==> src/rtl/blseq_pkg.sv <==
package blseq_pkg;
  typedef enum logic [1:0] {
    SZ_BYTE  = 2'd0,
    SZ_HALF  = 2'd1,
    SZ_WORD  = 2'd2,
    SZ_BURST = 2'd3
  } xfer_size_e;

  typedef struct packed {
    xfer_size_e size;
    logic [1:0] addr;
    logic       narrow;
  } xfer_req_t;

  localparam logic [3:0] LANES_IDLE = 4'b1111;
endpackage

==> src/rtl/blseq_decode.sv <==
module blseq_decode
  import blseq_pkg::*;
(
  input  xfer_req_t  req,
  input  logic       beat_odd,
  output logic [3:0] pins
);
  always_comb begin
    pins = LANES_IDLE;
    if (!req.narrow) begin
      unique case (req.size)
        SZ_BYTE: pins = LANES_IDLE ^ (4'd1 << req.addr);
        SZ_HALF: pins = req.addr[1] ? 4'b0011 : 4'b1100;
        default: pins = 4'b0000;
      endcase
    end else begin
      unique case (req.size)
        SZ_BYTE: pins = {req.addr[1], 1'b1, req.addr[0] ? 2'b01 : 2'b10};
        SZ_HALF: pins = {req.addr[1], 3'b000};
        default: pins = {beat_odd, 3'b000};
      endcase
    end
  end
endmodule

==> src/rtl/blseq_ctrl.sv <==
module blseq_ctrl
  import blseq_pkg::*;
#(
  parameter int WIDE_BEATS   = 4,
  parameter int NARROW_BEATS = 8
) (
  input  logic      clk,
  input  logic      rst_n,
  input  logic      start,
  input  xfer_req_t req,
  input  logic      beat_done,
  output logic      busy,
  output logic      beat_odd,
  output logic      last,
  output logic      done
);
  localparam int MAXB = (NARROW_BEATS > WIDE_BEATS) ? NARROW_BEATS : WIDE_BEATS;
  localparam int CW   = (MAXB > 2) ? $clog2(MAXB) : 1;

  logic [CW-1:0] left_q, left_d;
  logic          odd_q, odd_d;
  logic          busy_q, busy_d;
  logic          done_q, done_d;
  logic [CW-1:0] span;
  logic          adv;

  always_comb begin
    unique case (req.size)
      SZ_WORD:  span = req.narrow ? CW'(1) : CW'(0);
      SZ_BURST: span = req.narrow ? CW'(NARROW_BEATS - 1) : CW'(WIDE_BEATS - 1);
      default:  span = CW'(0);
    endcase
  end

  assign adv  = busy_q & beat_done;
  assign last = (left_q == CW'(0));

  always_comb begin
    left_d = left_q;
    odd_d  = odd_q;
    busy_d = busy_q;
    done_d = 1'b0;
    if (start) begin
      left_d = span;
      odd_d  = 1'b0;
      busy_d = 1'b1;
    end else if (adv) begin
      if (last) begin
        busy_d = 1'b0;
        done_d = 1'b1;
      end else begin
        left_d = left_q - CW'(1);
        odd_d  = ~odd_q;
      end
    end
  end

  always_ff @(posedge clk or negedge rst_n) begin
    if (!rst_n) begin
      left_q <= '0;
      odd_q  <= 1'b0;
      busy_q <= 1'b0;
      done_q <= 1'b0;
    end else begin
      left_q <= left_d;
      odd_q  <= odd_d;
      busy_q <= busy_d;
      done_q <= done_d;
    end
  end

  assign busy     = busy_q;
  assign beat_odd = odd_q;
  assign done     = done_q;
endmodule

==> src/rtl/bus_lane_seq.sv <==
module bus_lane_seq
  import blseq_pkg::*;
#(
  parameter int WIDE_BEATS   = 4,
  parameter int NARROW_BEATS = 8
) (
  input  logic       clk,
  input  logic       rst_n,
  input  logic       req_valid,
  input  logic [1:0] req_addr,
  input  logic [1:0] req_size,
  input  logic       req_narrow,
  input  logic       beat_done,
  output logic [3:0] lane_n,
  output logic       busy,
  output logic       done,
  output logic       misalign
);
  logic [1:0] rst_sync;
  logic       rst_int_n;

  always_ff @(posedge clk or negedge rst_n) begin
    if (!rst_n) rst_sync <= 2'b00;
    else        rst_sync <= {rst_sync[0], 1'b1};
  end
  assign rst_int_n = rst_sync[1];

  xfer_req_t  req_in, req_q, req_d;
  logic       bad_align, start, ctl_busy, ctl_odd, ctl_last, ctl_done;
  logic       mis_q, mis_d;
  logic [3:0] lane_q, lane_d, pins_new, pins_step;

  assign req_in = '{size: xfer_size_e'(req_size), addr: req_addr, narrow: req_narrow};

  always_comb begin
    unique case (req_in.size)
      SZ_HALF: bad_align = req_addr[0];
      SZ_WORD: bad_align = |req_addr;
      default: bad_align = 1'b0;
    endcase
  end

  assign start = req_valid & ~ctl_busy & ~bad_align;
  assign mis_d = req_valid & ~ctl_busy & bad_align;

  blseq_ctrl #(.WIDE_BEATS(WIDE_BEATS), .NARROW_BEATS(NARROW_BEATS)) u_ctrl (
    .clk(clk), .rst_n(rst_int_n), .start(start), .req(req_in),
    .beat_done(beat_done), .busy(ctl_busy), .beat_odd(ctl_odd),
    .last(ctl_last), .done(ctl_done)
  );

  blseq_decode u_dec_new  (.req(req_in), .beat_odd(1'b0),     .pins(pins_new));
  blseq_decode u_dec_step (.req(req_q),  .beat_odd(~ctl_odd), .pins(pins_step));

  always_comb begin
    req_d  = start ? req_in : req_q;
    lane_d = lane_q;
    if (start)                      lane_d = pins_new;
    else if (ctl_busy && beat_done) lane_d = ctl_last ? LANES_IDLE : pins_step;
  end

  always_ff @(posedge clk or negedge rst_int_n) begin
    if (!rst_int_n) begin
      req_q  <= '0;
      lane_q <= LANES_IDLE;
      mis_q  <= 1'b0;
    end else begin
      req_q  <= req_d;
      lane_q <= lane_d;
      mis_q  <= mis_d;
    end
  end

  assign lane_n   = lane_q;
  assign busy     = ctl_busy;
  assign done     = ctl_done;
  assign misalign = mis_q;
endmodule

==> config.mk <==
export PLATFORM = sky130hd
export DESIGN_NAME = bus_lane_seq
export DESIGN_NICKNAME = d
export VERILOG_FILES = /design/src/rtl/blseq_pkg.sv /design/src/rtl/blseq_decode.sv /design/src/rtl/blseq_ctrl.sv /design/src/rtl/bus_lane_seq.sv
export SDC_FILE = /design/constraint.sdc
export NUM_CORES = 1
export LEC_CHECK = 0
export ABC_CLOCK_PERIOD_IN_PS = 800
export BUFFER_PORTS_ARGS = -buffer_cell sky130_fd_sc_hd__clkbuf_2
export CORE_UTILIZATION = 53
export DETAILED_ROUTE_END_ITERATION = 16
export PLACE_DENSITY = 0.74
export REMOVE_ABC_BUFFERS = 1
export SLEW_MARGIN = 0
export SYNTH_ARGS = -nofsm -noshare
export SYNTH_HDL_FRONTEND = slang
export SYNTH_SLANG_ARGS = --single-unit
==> constraint.sdc <==
create_clock -name clk -period 0.8 [get_ports clk]
set_input_delay 0.12 -clock clk [delete_from_list [all_inputs] [get_ports clk]]
set_output_delay 0.12 -clock clk [all_outputs]
set_load 0.02 [all_outputs]
==> results.rst <==
.. list-table::
   :header-rows: 1

   * - Metric
     - Value
   * - Result of the run
     - complete, but fails checks
   * - Violations in the final reports
     - setup timing
   * - Pin count of the biggest net entering global routing
     - 17
   * - Final cycle utilization of the critical path
     - 180%
   * - Capturing element type of the critical path
     - flip-flop
   * - Switching part of the total
     - 42.7%
   * - Nature of the critical path startpoint
     - primary input
   * - Register area share after synthesis
     - 41.8%
   * - Switch Pwr
     - 2.70 mW
   * - Count of nets left with antenna violations after detail routing
     - 0
   * - Compound-Gate Fraction of Synth Area
     - 20.1%
   * - Top cell by count, worst path
     - sky130_fd_sc_hd__buf_4
   * - IO Port Bufs
     - 15
   * - Fraction of final layout cells with drive strength greater than 1
     - 62.1%
   * - Dominant combinational cell family by area after synthesis
     - compound AO/OA/AOI/OAI gates
   * - Xor and xnor fraction of the mapped netlist area
     - 0.804%
   * - Library cell contributing the largest single delay on the critical path
     - sky130_fd_sc_hd__a211oi_2
   * - Number of buffers created by CTS
     - 3
   * - Vias
     - 1373
   * - Routed wire length per instance
     - 25.7 µm
   * - Count of yosys warnings during synthesis
     - 0
   * - Crit path cell chain
     - clkbuf_2 > inv_2 > buf_4 > ha_1 > nand2_1 > buf_4 > nor2_1 > o21ai_0 > a211oi_2
   * - Synthesized area
     - 1090 µm²
   * - Portion of netlist area occupied by mux cells
     - 2.87%
   * - Slowest stage delay, CP
     - 320 ps
   * - Worst-case clock skew
     - 10.9 ps
   * - Post-layout minimum cycle time
     - 1440 ps
   * - Mean area per synthesized cell
     - 9.56 µm²
   * - Clock sink total
     - 18
   * - FMAX
     - 0.695 GHz
   * - Worst path required time
     - 1010 ps
   * - Syn-to-layout area delta
     - 68.7%
   * - Synthesized-area fraction occupied by and/or/nand/nor cells
     - 17.3%
   * - Class of the most critical setup path
     - primary input to flip-flop
   * - Leakage Power
     - 0.849 nW
   * - H-Tree Level Count
     - 1
   * - Worst vdd rail ir drop
     - 2.17 mV
   * - Wire length of the first global-routing pass
     - 5.09 mm
   * - Netlist cell types
     - 38
   * - Clock tree from TritonCTS
     - built
   * - Gate family responsible for the most delay along the worst path
     - buffers and inverters
   * - Number of synthesized register bits
     - 18
   * - Clock latency reported for the late side of the worst-skew pair
     - 310 ps
   * - Type of the tightest min-delay check
     - primary input to async pin
   * - Clk Tree Root Cell
     - sky130_fd_sc_hd__clkbuf_4
   * - Count of TritonRoute iterations in the first routing pass
     - 5
   * - I/O Pins
     - 16
   * - Chip width
     - 47.3 µm
   * - Global router's overall resource usage
     - 33.7%
   * - Initial cell density of the core
     - 56.1%
   * - Clock transition at path regs
     - 110 ps
   * - Total Wirelength
     - 5.18 mm
   * - Via count normalized by instance count
     - 6.83
   * - Largest driver fanout on the critical path
     - 3
   * - Gate power share
     - 63.3%
   * - Min setup slack post-route
     - -639 ps
   * - Die height
     - 47.3 µm
   * - Worst-case clock buffer depth
     - 2
   * - Initial antenna violation count
     - 0
   * - Placed wire-length estimate after detailed placement
     - 2.14 mm
   * - Final Wtd Congestion
     - 0.814
   * - Total core area
     - 1940 µm²
   * - Number of DRC markers after the initial detailed-route iteration
     - 94
   * - Post-route setup TNS
     - -9830 ps
   * - Count of antenna diodes in the layout
     - 0
   * - Final setup violation count
     - 23
   * - Final hold vios
     - 0
   * - Power share of the sequential group
     - 27.2%
   * - Count of pins over their slew limit
     - 0
   * - Rows
     - 16
   * - Unrepaired setup endpoints after global routing
     - true
   * - Part of the total power dissipated in the clock network
     - 9.5%
   * - Power Internal
     - 3.62 mW
   * - Count of nets after finishing
     - 193
   * - Instance count of the mapped netlist
     - 114
   * - DRC Markers
     - 0
   * - Vias in the first global route
     - 1115
   * - Count of placed standard cells including taps
     - 184
   * - Post-synthesis adder-cell area fraction
     - 10.3%
   * - WP data arrival
     - 1650 ps
   * - Cell Pwr Density
     - 3440 nW/µm²
   * - Crit path buf inv count
     - 4
   * - Total global routing overflow
     - 0
   * - Reported max-cap violation count
     - 0
   * - DIE AREA
     - 2240 µm²
   * - Post-layout instance count excluding filler cells
     - 201
[per-stage QoR]
stage | worst slack, ps | instance area [µm²] | power [mW] | utilization [%] | hold WS (ps)
global route | -638 | 1840 | 6.53 | 94.7 | 106
floorplan | -549 | 1050 | 2.83 | - | -176
CTS | -427 | 1730 | 5.35 | 89.0 | 122
detailed placement | -746 | 1410 | 3.87 | 72.4 | -91.8
global placement | -697 | 1410 | 3.73 | 72.4 | -94.1
finish | -639 | 1840 | 6.32 | 94.7 | 126
[metal layers]
layer | GRT usage (%) | share of wire (%) | routed length [µm] | up-vias
met2 | 60.0 | 46 | 2370 | 154
met5 | 0 | 0 | 0 | -
met4 | 17.7 | 10 | 528 | 0
met1 | 36.4 | 33 | 1700 | 628
li1 | - | - | - | 520
met3 | 8.46 | 11 | 575 | 71
[flip-flops by register name, indices dropped and copies added, names as in the netlist]
name / count
lane_n: 4
misalign: 1
req_q: 5
rst_sync: 2
u_ctrl.beat_odd: 1
u_ctrl.busy: 1
u_ctrl.done: 1
u_ctrl.left_q: 3
[layout make-up]
cell class | count | area [µm²]
Clock buffer | 4 | 36.3
Fill cell | 56 | 104
Multi-Input combinational cell | 84 | 779
Inverter | 8 | 30.0
Tap cell | 27 | 33.8
Sequential cell | 18 | 455
Timing Repair Buffer | 60 | 503
[placed cells by master, fill, tap and decap left out, types with 2 or more instances in the layout]
cell,count
sky130_fd_sc_hd__o21ai_0,6
sky130_fd_sc_hd__nand2b_1,2
sky130_fd_sc_hd__inv_2,4
sky130_fd_sc_hd__buf_4,37
sky130_fd_sc_hd__a211oi_2,2
sky130_fd_sc_hd__nor3_2,3
sky130_fd_sc_hd__buf_8,4
sky130_fd_sc_hd__o22ai_1,2
sky130_fd_sc_hd__clkbuf_4,3
sky130_fd_sc_hd__nor2_1,4
sky130_fd_sc_hd__dfstp_2,4
sky130_fd_sc_hd__a21oi_2,2
sky130_fd_sc_hd__ha_4,4
sky130_fd_sc_hd__dfrtp_1,14
sky130_fd_sc_hd__nand3_1,2
sky130_fd_sc_hd__a21oi_1,6
sky130_fd_sc_hd__nand2_1,11
sky130_fd_sc_hd__clkbuf_8,2
sky130_fd_sc_hd__ha_1,4
sky130_fd_sc_hd__mux2i_1,2
sky130_fd_sc_hd__o21ai_2,2
sky130_fd_sc_hd__inv_1,4
sky130_fd_sc_hd__nand2b_4,2
sky130_fd_sc_hd__nand2_2,5
sky130_fd_sc_hd__buf_6,9
sky130_fd_sc_hd__clkbuf_2,8
[worst register-to-register path, delay by kind of cell, from the launching register on]
| kind | cells | cell delay [ps] |
|---|---|---|
| AND/OR/NAND/NOR | 2 | 310 |
| buffers and inverters | 2 | 360 |
| AO/OA/AOI/OAI | 1 | 130 |
| flip-flops | 1 | 450 |
[power groups by stage]
stage	clock network, mW	registers (mW)	logic, mW
6_report	0.601	1.72	4.00
5_1_grt	0.636	1.73	4.16
4_1_cts	0.565	1.59	3.19
3_5_place_dp	0	1.60	2.27
3_3_place_gp	0	1.57	2.15
2_1_floorplan	0	1.75	1.08
[cells by family after synthesis]
kind of cell / after synthesis
buffers and inverters: 13
XOR/XNOR: 1
AND/OR/NAND/NOR: 37
flip-flops: 18
other: 1
adder cells (fa/ha/maj): 9
multiplexers: 3
AO/OA/AOI/OAI: 32
[Yosys cell counts]
library cell                number  area (µm²)
sky130_fd_sc_hd__mux2i_1         2        20.0
sky130_fd_sc_hd__buf_2           2        10.0
sky130_fd_sc_hd__o21ai_0         8        40.0
sky130_fd_sc_hd__a311o_1         1        10.0
sky130_fd_sc_hd__or3_1           1        6.26
sky130_fd_sc_hd__o211ai_2        1        12.5
sky130_fd_sc_hd__xnor2_1         1        8.76
sky130_fd_sc_hd__mux2_2          1        11.3
sky130_fd_sc_hd__inv_1           8        30.0
sky130_fd_sc_hd__a21o_1          1        7.51
sky130_fd_sc_hd__nor3_2          1        10.0
sky130_fd_sc_hd__buf_6           2        22.5
sky130_fd_sc_hd__a211oi_1        2        15.0
sky130_fd_sc_hd__and2_1          1        6.26
sky130_fd_sc_hd__a21oi_1         8        40.0
sky130_fd_sc_hd__o22ai_1         3        18.8
sky130_fd_sc_hd__nand4_2         1        12.5
sky130_fd_sc_hd__conb_1          1        3.75
sky130_fd_sc_hd__o2111ai_1       1        8.76
sky130_fd_sc_hd__dfrtp_1        14         350
sky130_fd_sc_hd__nand2_2         1        6.26
sky130_fd_sc_hd__a211oi_2        1        12.5
sky130_fd_sc_hd__or2_2           1        6.26
sky130_fd_sc_hd__ha_1            9         113
sky130_fd_sc_hd__nor2_1          5        18.8
sky130_fd_sc_hd__a31oi_1         1        6.26
sky130_fd_sc_hd__nand3_1         3        15.0
sky130_fd_sc_hd__buf_4           1        7.51
sky130_fd_sc_hd__nand2_1        16        60.1
sky130_fd_sc_hd__o221a_2         1        11.3
sky130_fd_sc_hd__dfstp_2         4         105
sky130_fd_sc_hd__a2111oi_2       1        15.0
sky130_fd_sc_hd__and3b_4         1        12.5
sky130_fd_sc_hd__nor3_1          2        10.0
sky130_fd_sc_hd__o21ai_1         1        5.00
sky130_fd_sc_hd__o21bai_1        1        7.51
sky130_fd_sc_hd__nand2b_1        4        25.0
sky130_fd_sc_hd__a2bb2oi_1       1        8.76
[worst paths after layout]
check                      cells after the start          endpoint  slack, ps   startpoint
max                                            9         lane_n[2]       -640  req_size[1]
min                                            2       rst_sync[0]        130        rst_n
max reg2reg                                    5   u_ctrl.beat_odd       -590  u_ctrl.busy
min reg2reg                                    1  u_ctrl.left_q[0]        190  rst_sync[1]
max in group asynchronous                      1         lane_n[1]        350  rst_sync[1]
min in group clk                               3       u_ctrl.done        130    beat_done
[repair_timing]
action	4_1_cts	5_1_grt
hold endpoints to repair	2	0
hold buffers	1	0
cloned	1	0
pin swaps	11	6
endpoints found under the setup margin	23	23
buffers inserted	8	3
resized for setup	43	25
(Power assumes the default switching activity.)
